**src/rtl/csh_pkg.sv**
```systemverilog
package csh_pkg;

  // Polarity captured for the line being loaded and for the line before.
  typedef struct packed {
    logic cur;
    logic prev;
  } pol_hist_t;

  // Window length in clocks for a given selector value.
  function automatic int unsigned win_cycles(input int unsigned base_log2,
                                             input int unsigned sel);
    return 32'd1 << (base_log2 + sel);
  endfunction

  // Share decision for one line boundary.
  function automatic logic share_wanted(input logic force_all,
                                        input pol_hist_t h);
    return force_all | (h.cur ^ h.prev);
  endfunction

endpackage

```
**src/rtl/csh_sync.sv**
```systemverilog
module csh_sync #(
  parameter int W      = 1,
  parameter int STAGES = 2
) (
  input  logic         clk,
  input  logic         rst,
  input  logic [W-1:0] d,
  output logic [W-1:0] q
);

  logic [STAGES-1:0][W-1:0] stg;

  always_ff @(posedge clk) begin
    if (rst) begin
      stg <= '0;
    end else begin
      stg[0] <= d;
      for (int i = 1; i < STAGES; i++) begin
        stg[i] <= stg[i-1];
      end
    end
  end

  assign q = stg[STAGES-1];

endmodule

```
**src/rtl/csh_edge.sv**
```systemverilog
module csh_edge (
  input  logic clk,
  input  logic rst,
  input  logic sig,
  output logic rise,
  output logic fall
);

  logic sig_d;

  always_ff @(posedge clk) begin
    if (rst) sig_d <= 1'b0;
    else     sig_d <= sig;
  end

  assign rise = sig & ~sig_d;
  assign fall = ~sig & sig_d;

endmodule

```
**src/rtl/csh_polhist.sv**
```systemverilog
module csh_polhist
  import csh_pkg::*;
(
  input  logic      clk,
  input  logic      rst,
  input  logic      capture,
  input  logic      pol_in,
  output pol_hist_t hist
);

  always_ff @(posedge clk) begin
    if (rst) begin
      hist <= '0;
    end else if (capture) begin
      hist.prev <= hist.cur;
      hist.cur  <= pol_in;
    end
  end

endmodule

```
**src/rtl/csh_window.sv**
```systemverilog
module csh_window
  import csh_pkg::*;
#(
  parameter int SEL_W     = 2,
  parameter int BASE_LOG2 = 4,
  parameter int LEN_W     = BASE_LOG2 + (1 << SEL_W)
) (
  input  logic             clk,
  input  logic             rst,
  input  logic             start,
  input  logic [SEL_W-1:0] sel,
  output logic             active,
  output logic [LEN_W-1:0] cnt,
  output logic [LEN_W-1:0] len
);

  localparam logic [LEN_W-1:0] LEN_RST = LEN_W'(win_cycles(BASE_LOG2, 0));

  logic last;
  assign last = (cnt == len - 1'b1);

  always_ff @(posedge clk) begin
    if (rst) begin
      active <= 1'b0;
      cnt    <= '0;
      len    <= LEN_RST;
    end else if (start) begin
      active <= 1'b1;
      cnt    <= '0;
      len    <= LEN_W'(win_cycles(BASE_LOG2, int'(sel)));
    end else if (active) begin
      if (last) begin
        active <= 1'b0;
        cnt    <= '0;
      end else begin
        cnt <= cnt + 1'b1;
      end
    end
  end

endmodule

```
**src/rtl/csh_share_ctrl.sv**
```systemverilog
module csh_share_ctrl
  import csh_pkg::*;
#(
  parameter int SYNC_STAGES = 2,
  parameter int SEL_W       = 2,
  parameter int BASE_LOG2   = 4
) (
  input  logic             clk,
  input  logic             rst,
  input  logic             line_load,
  input  logic             line_pol,
  input  logic [SEL_W-1:0] time_sel,
  input  logic             share_all,
  output logic             share_en
);

  localparam int LEN_W = BASE_LOG2 + (1 << SEL_W);

  // Named internal events, visible to the bound checker.
  logic [1:0]       sync_q;
  logic             load_s;
  logic             pol_s;
  logic             rise_evt;
  logic             fall_evt;
  pol_hist_t        hist;
  logic             want_share;
  logic             win_start;
  logic [LEN_W-1:0] win_cnt;
  logic [LEN_W-1:0] win_len;

  csh_sync #(.W(2), .STAGES(SYNC_STAGES)) u_sync (
    .clk (clk),
    .rst (rst),
    .d   ({line_pol, line_load}),
    .q   (sync_q)
  );

  assign load_s = sync_q[0];
  assign pol_s  = sync_q[1];

  csh_edge u_edge (
    .clk  (clk),
    .rst  (rst),
    .sig  (load_s),
    .rise (rise_evt),
    .fall (fall_evt)
  );

  csh_polhist u_hist (
    .clk     (clk),
    .rst     (rst),
    .capture (rise_evt),
    .pol_in  (pol_s),
    .hist    (hist)
  );

  assign want_share = share_wanted(share_all, hist);
  assign win_start  = fall_evt & want_share;

  csh_window #(.SEL_W(SEL_W), .BASE_LOG2(BASE_LOG2), .LEN_W(LEN_W)) u_win (
    .clk    (clk),
    .rst    (rst),
    .start  (win_start),
    .sel    (time_sel),
    .active (share_en),
    .cnt    (win_cnt),
    .len    (win_len)
  );

endmodule

```
**config.mk**
```make
export PLATFORM = sky130hd
export DESIGN_NAME = csh_share_ctrl
export DESIGN_NICKNAME = d
export VERILOG_FILES = /design/src/rtl/csh_pkg.sv /design/src/rtl/csh_sync.sv /design/src/rtl/csh_edge.sv /design/src/rtl/csh_polhist.sv /design/src/rtl/csh_window.sv /design/src/rtl/csh_share_ctrl.sv
export SDC_FILE = /design/constraint.sdc
export NUM_CORES = 1
export LEC_CHECK = 0
export BUFFER_PORTS_ARGS = -buffer_cell sky130_fd_sc_hd__buf_2
export CAP_MARGIN = 20
export CORE_ASPECT_RATIO = 0.9
export CORE_MARGIN = 8
export CORE_UTILIZATION = 45
export CTS_BUF_LIST = sky130_fd_sc_hd__clkbuf_4
export CTS_CLUSTER_DIAMETER = 200
export DETAILED_ROUTE_END_ITERATION = 12
export GPL_ROUTABILITY_DRIVEN = 0
export GPL_TIMING_DRIVEN = 0
export PLACE_DENSITY = 0.64
export SLEW_MARGIN = 30
export SYNTH_ARGS = -nofsm -noshare
export SYNTH_HDL_FRONTEND = slang
export SYNTH_HIERARCHICAL = 1
export SYNTH_SLANG_ARGS = --single-unit
```
**constraint.sdc**
```tcl
create_clock -name clk -period 3.75 [get_ports clk]
set_clock_uncertainty 0.05 [all_clocks]
set_input_delay 0.1875 -clock clk [delete_from_list [all_inputs] [get_ports clk]]
set_output_delay 0.1875 -clock clk [all_outputs]
set_load 0.02 [all_outputs]
```
==> tab_implementation.tex <==
\begin{tabular}{lr}
\hline
Metric & Value \\
\hline
\multicolumn{2}{l}{\textbf{Routing}} \\
Number of nets with antenna violations after detailed routing & 0 \\
DRC & 0 \\
Detail-routed net length per standard cell & $\sim$11 um \\
Number of vias in the routed layout & about 640 \\
Routed wire length & 1.39 mm \\
Violation count after the first detailed-routing iteration & 20 \\
Count of TritonRoute iterations in the first routing pass & 4 \\
Vias/cell & between 4 and 5 \\
\multicolumn{2}{l}{\textbf{Floorplan}} \\
Standard-cell rows & 15 \\
Total die area & 3690 um2 \\
Horizontal extent of the die & 63.1 um \\
Effective utilization at floorplan & 47.5\% \\
CORE AREA & $\sim$1900 um2 \\
Number of placed I/O pins & 8 \\
Overall die height & slightly below 60 um \\
\multicolumn{2}{l}{\textbf{Outcome}} \\
Run status & finished clean \\
\multicolumn{2}{l}{\textbf{Timing}} \\
Final min period & between 1.5 and 2 ns \\
Final slew viol count & 0 \\
Worst relative slew slack & between 70\% and 80\% \\
Worst hold margin & around 0.048 ns \\
Unrepaired setup endpoints after global routing & no \\
Sum of negative setup slack & 0 ns \\
Least-Margin Pin Slew & between 0.4 and 0.5 ns \\
Hold Vio Cnt, Final & 0 \\
Final worst setup slack & between 2 and 2.5 ns \\
Highest achievable clock rate & 0.582 GHz \\
Number of failing setup endpoints in the final timing report & 0 \\
Final critical-path share of the clock period & a little under half \\
\multicolumn{2}{l}{\textbf{Setup path}} \\
Number of buffer and inverter instances along the worst setup path & 1 \\
Longest individual stage delay on the worst path & $\sim$0.42 ns \\
Cell Chain, Critical Path & inv\_1, ha\_1, xor2\_1, nand3\_1, o41ai\_4, nor2\_1 \\
Class of the most critical setup path & flip-flop to flip-flop \\
Arrival time of data at the critical path endpoint & $\sim$1.9 ns \\
Data required, critical path & between 3 and 4 ns \\
Critical path peak fanout & 5 \\
Type of origin of the critical path & flip-flop \\
Startpoint of the most critical register-to-register path & u\_win/len[4]\$\_SDFFE\_PP1P\_ \\
Reg-to-reg endpoint & u\_win/cnt[3]\$\_SDFFE\_PP0P\_ \\
CP max stage cell & dfxtp\_1 \\
Endpoint class of the critical path & flip-flop \\
Worst reg-to-reg setup slack & slightly above 2 ns \\
Length in cells of the worst reg-to-reg path & 6 \\
Family with the most delay on the worst path & flip-flops \\
\multicolumn{2}{l}{\textbf{Clock tree}} \\
Clock latency of the later-clocked register in the worst-skew pair & a little under 0.3 ns \\
Reg clk slew, reported paths & $\sim$0.10 ns \\
Number of buffers inserted during clock tree synthesis & 3 \\
Number of hold-repair buffers added at the cts stage & 0 \\
CTS max path bufs & 2 \\
Buffer count from post-CTS setup fixing & 0 \\
Quantity of gates resized following cts & 0 \\
Clock root buffer & clkbuf\_4 \\
Sink Count & 20 \\
H-tree depth reported by CTS & 1 \\
CTS tree & built \\
\multicolumn{2}{l}{\textbf{Flow run}} \\
Number of maximum-capacitance constraint violations & 0 \\
\multicolumn{2}{l}{\textbf{Synthesis}} \\
Yosys warning count & 6 \\
Syn nets & 105 \\
Mean Syn Cell Area & approximately 9.4 um2 \\
Cell area after technology mapping & 900 um2 \\
Instance count of the mapped netlist & 96 \\
\multicolumn{2}{l}{\textbf{Worst hold path}} \\
Worst Hold Launch & line\_load \\
Hold-critical path depth & 2 \\
Worst hold path class & input pin to flip-flop \\
Endpoint of the worst hold path & u\_sync/stg[0]\$\_SDFF\_PP0\_ \\
\multicolumn{2}{l}{\textbf{Placement}} \\
I/O Buffers & 7 \\
Post-place instance area & between 900 and 1000 um2 \\
Placed wire-length estimate after detailed placement & approximately 1.1 mm \\
Post-Place Worst Slack & slightly above 2 ns \\
\multicolumn{2}{l}{\textbf{Layout}} \\
Fin nets & 117 \\
Total of fill cells in the finished design & 184 \\
Share of cells above drive strength 1 & 15.0\% \\
Synth-to-Final Area Change & 10.3\% \\
Non-Filler Cell Area, Final & slightly below 1000 um2 \\
Number of antenna diodes & 0 \\
\multicolumn{2}{l}{\textbf{Global route}} \\
Number of antenna violations at the first check in global routing & 0 \\
Aggregate global-route resource usage & a little under 9\% \\
First-pass GRT wire length & about 2.6 mm \\
Global route total overflow & 0 \\
Via count of the first global-routing pass & between 600 and 700 \\
Maximum number of pins on one net before global-route repair & 12 \\
\multicolumn{2}{l}{\textbf{Pwr}} \\
Worst VDD drop & between 200 and 300 uV \\
Leakage power total & roughly 0.37 nW \\
Power density cells & $\sim$340 nW/um2 \\
\hline
\end{tabular}
[how the worst max path moves through the flow]
stage                                    startpoint                        end  slack [ns]  cells past startpoint
after global routing      u_win/len[4]$_SDFFE_PP1P_  u_win/cnt[0]$_SDFFE_PP0P_        1.77                      6
final                     u_win/len[4]$_SDFFE_PP1P_  u_win/cnt[3]$_SDFFE_PP0P_        2.03                      6
after detailed placement  u_win/len[4]$_SDFFE_PP1P_  u_win/cnt[4]$_SDFFE_PP0P_        2.03                      6
after CTS                 u_win/len[4]$_SDFFE_PP1P_  u_win/cnt[3]$_SDFFE_PP0P_        2.01                      6
after floorplan           u_win/len[4]$_SDFFE_PP1P_  u_win/cnt[3]$_SDFFE_PP0P_        2.21                      6
after global placement    u_win/len[4]$_SDFFE_PP1P_  u_win/cnt[6]$_SDFFE_PP0P_        2.06                      6
[routing by layer]
layer / vias up / global-route usage, % / share of wire [%]
met3: 2 / 4.17 / 7.2
met1: 278 / 11.0 / 50
met5: - / 0 / 0
li1: 337 / - / -
met2: 21 / 12.8 / 41
met4: 0 / 2.92 / 1.0
[layout make-up]
type	count	area [um2]	area share (%)
Buffer	5	27.5	2.77
Clock buffer	3	22.5	2.27
Clock inverter	1	3.75	0.378
Inverter	4	15.0	1.51
Multi-Input combinational cell	67	457	46.0
Sequential cell	20	400	40.4
Tap cell	25	31.3	3.15
Timing Repair Buffer	7	35.0	3.53
[power by group]
part / switching (mW) / internal (mW)
logic: 0.0100 / 0.00966
clock network: 0.0608 / 0.0387
registers: 0.00139 / 0.216
[stage by stage]
stage,std cells,power [mW],util (%)
final,132,0.336,52.3
after global routing,132,0.352,52.3
after CTS,132,0.344,52.3
after detailed placement,128,0.242,51.0
after global placement,128,0.241,51.0
after floorplan,96,0.235,-
[layout by cell type, fill, tap and decap left out]
cell type,n
dfxtp_1,20
nor2_1,10
xor2_1,7
buf_2,7
nor2b_1,7
xnor2_1,6
nand2_1,5
inv_1,4
nor3_1,4
nand2b_1,4
clkbuf_4,3
mux2i_1,3
a21oi_1,3
buf_4,2
clkbuf_1,2
nand3_1,2
nand3b_1,2
o21ai_0,2
nand4_1,2
ha_1,2
o21a_1,1
clkinv_1,1
clkbuf_2,1
nor3_2,1
and3_1,1
o311ai_0,1
a21boi_0,1
nor4_1,1
o41ai_4,1
or2_2,1
[state kept, by name, indices dropped and copies added, names as in the netlist]
| name | flops |
|---|---|
| u_sync/q | 2 |
| u_hist/hist | 2 |
| u_win/active | 1 |
| u_sync/stg | 2 |
| u_win/cnt | 8 |
| u_edge/sig_d | 1 |
| u_win/len | 4 |
No activity file was read; power rests on OpenSTA's default activity.
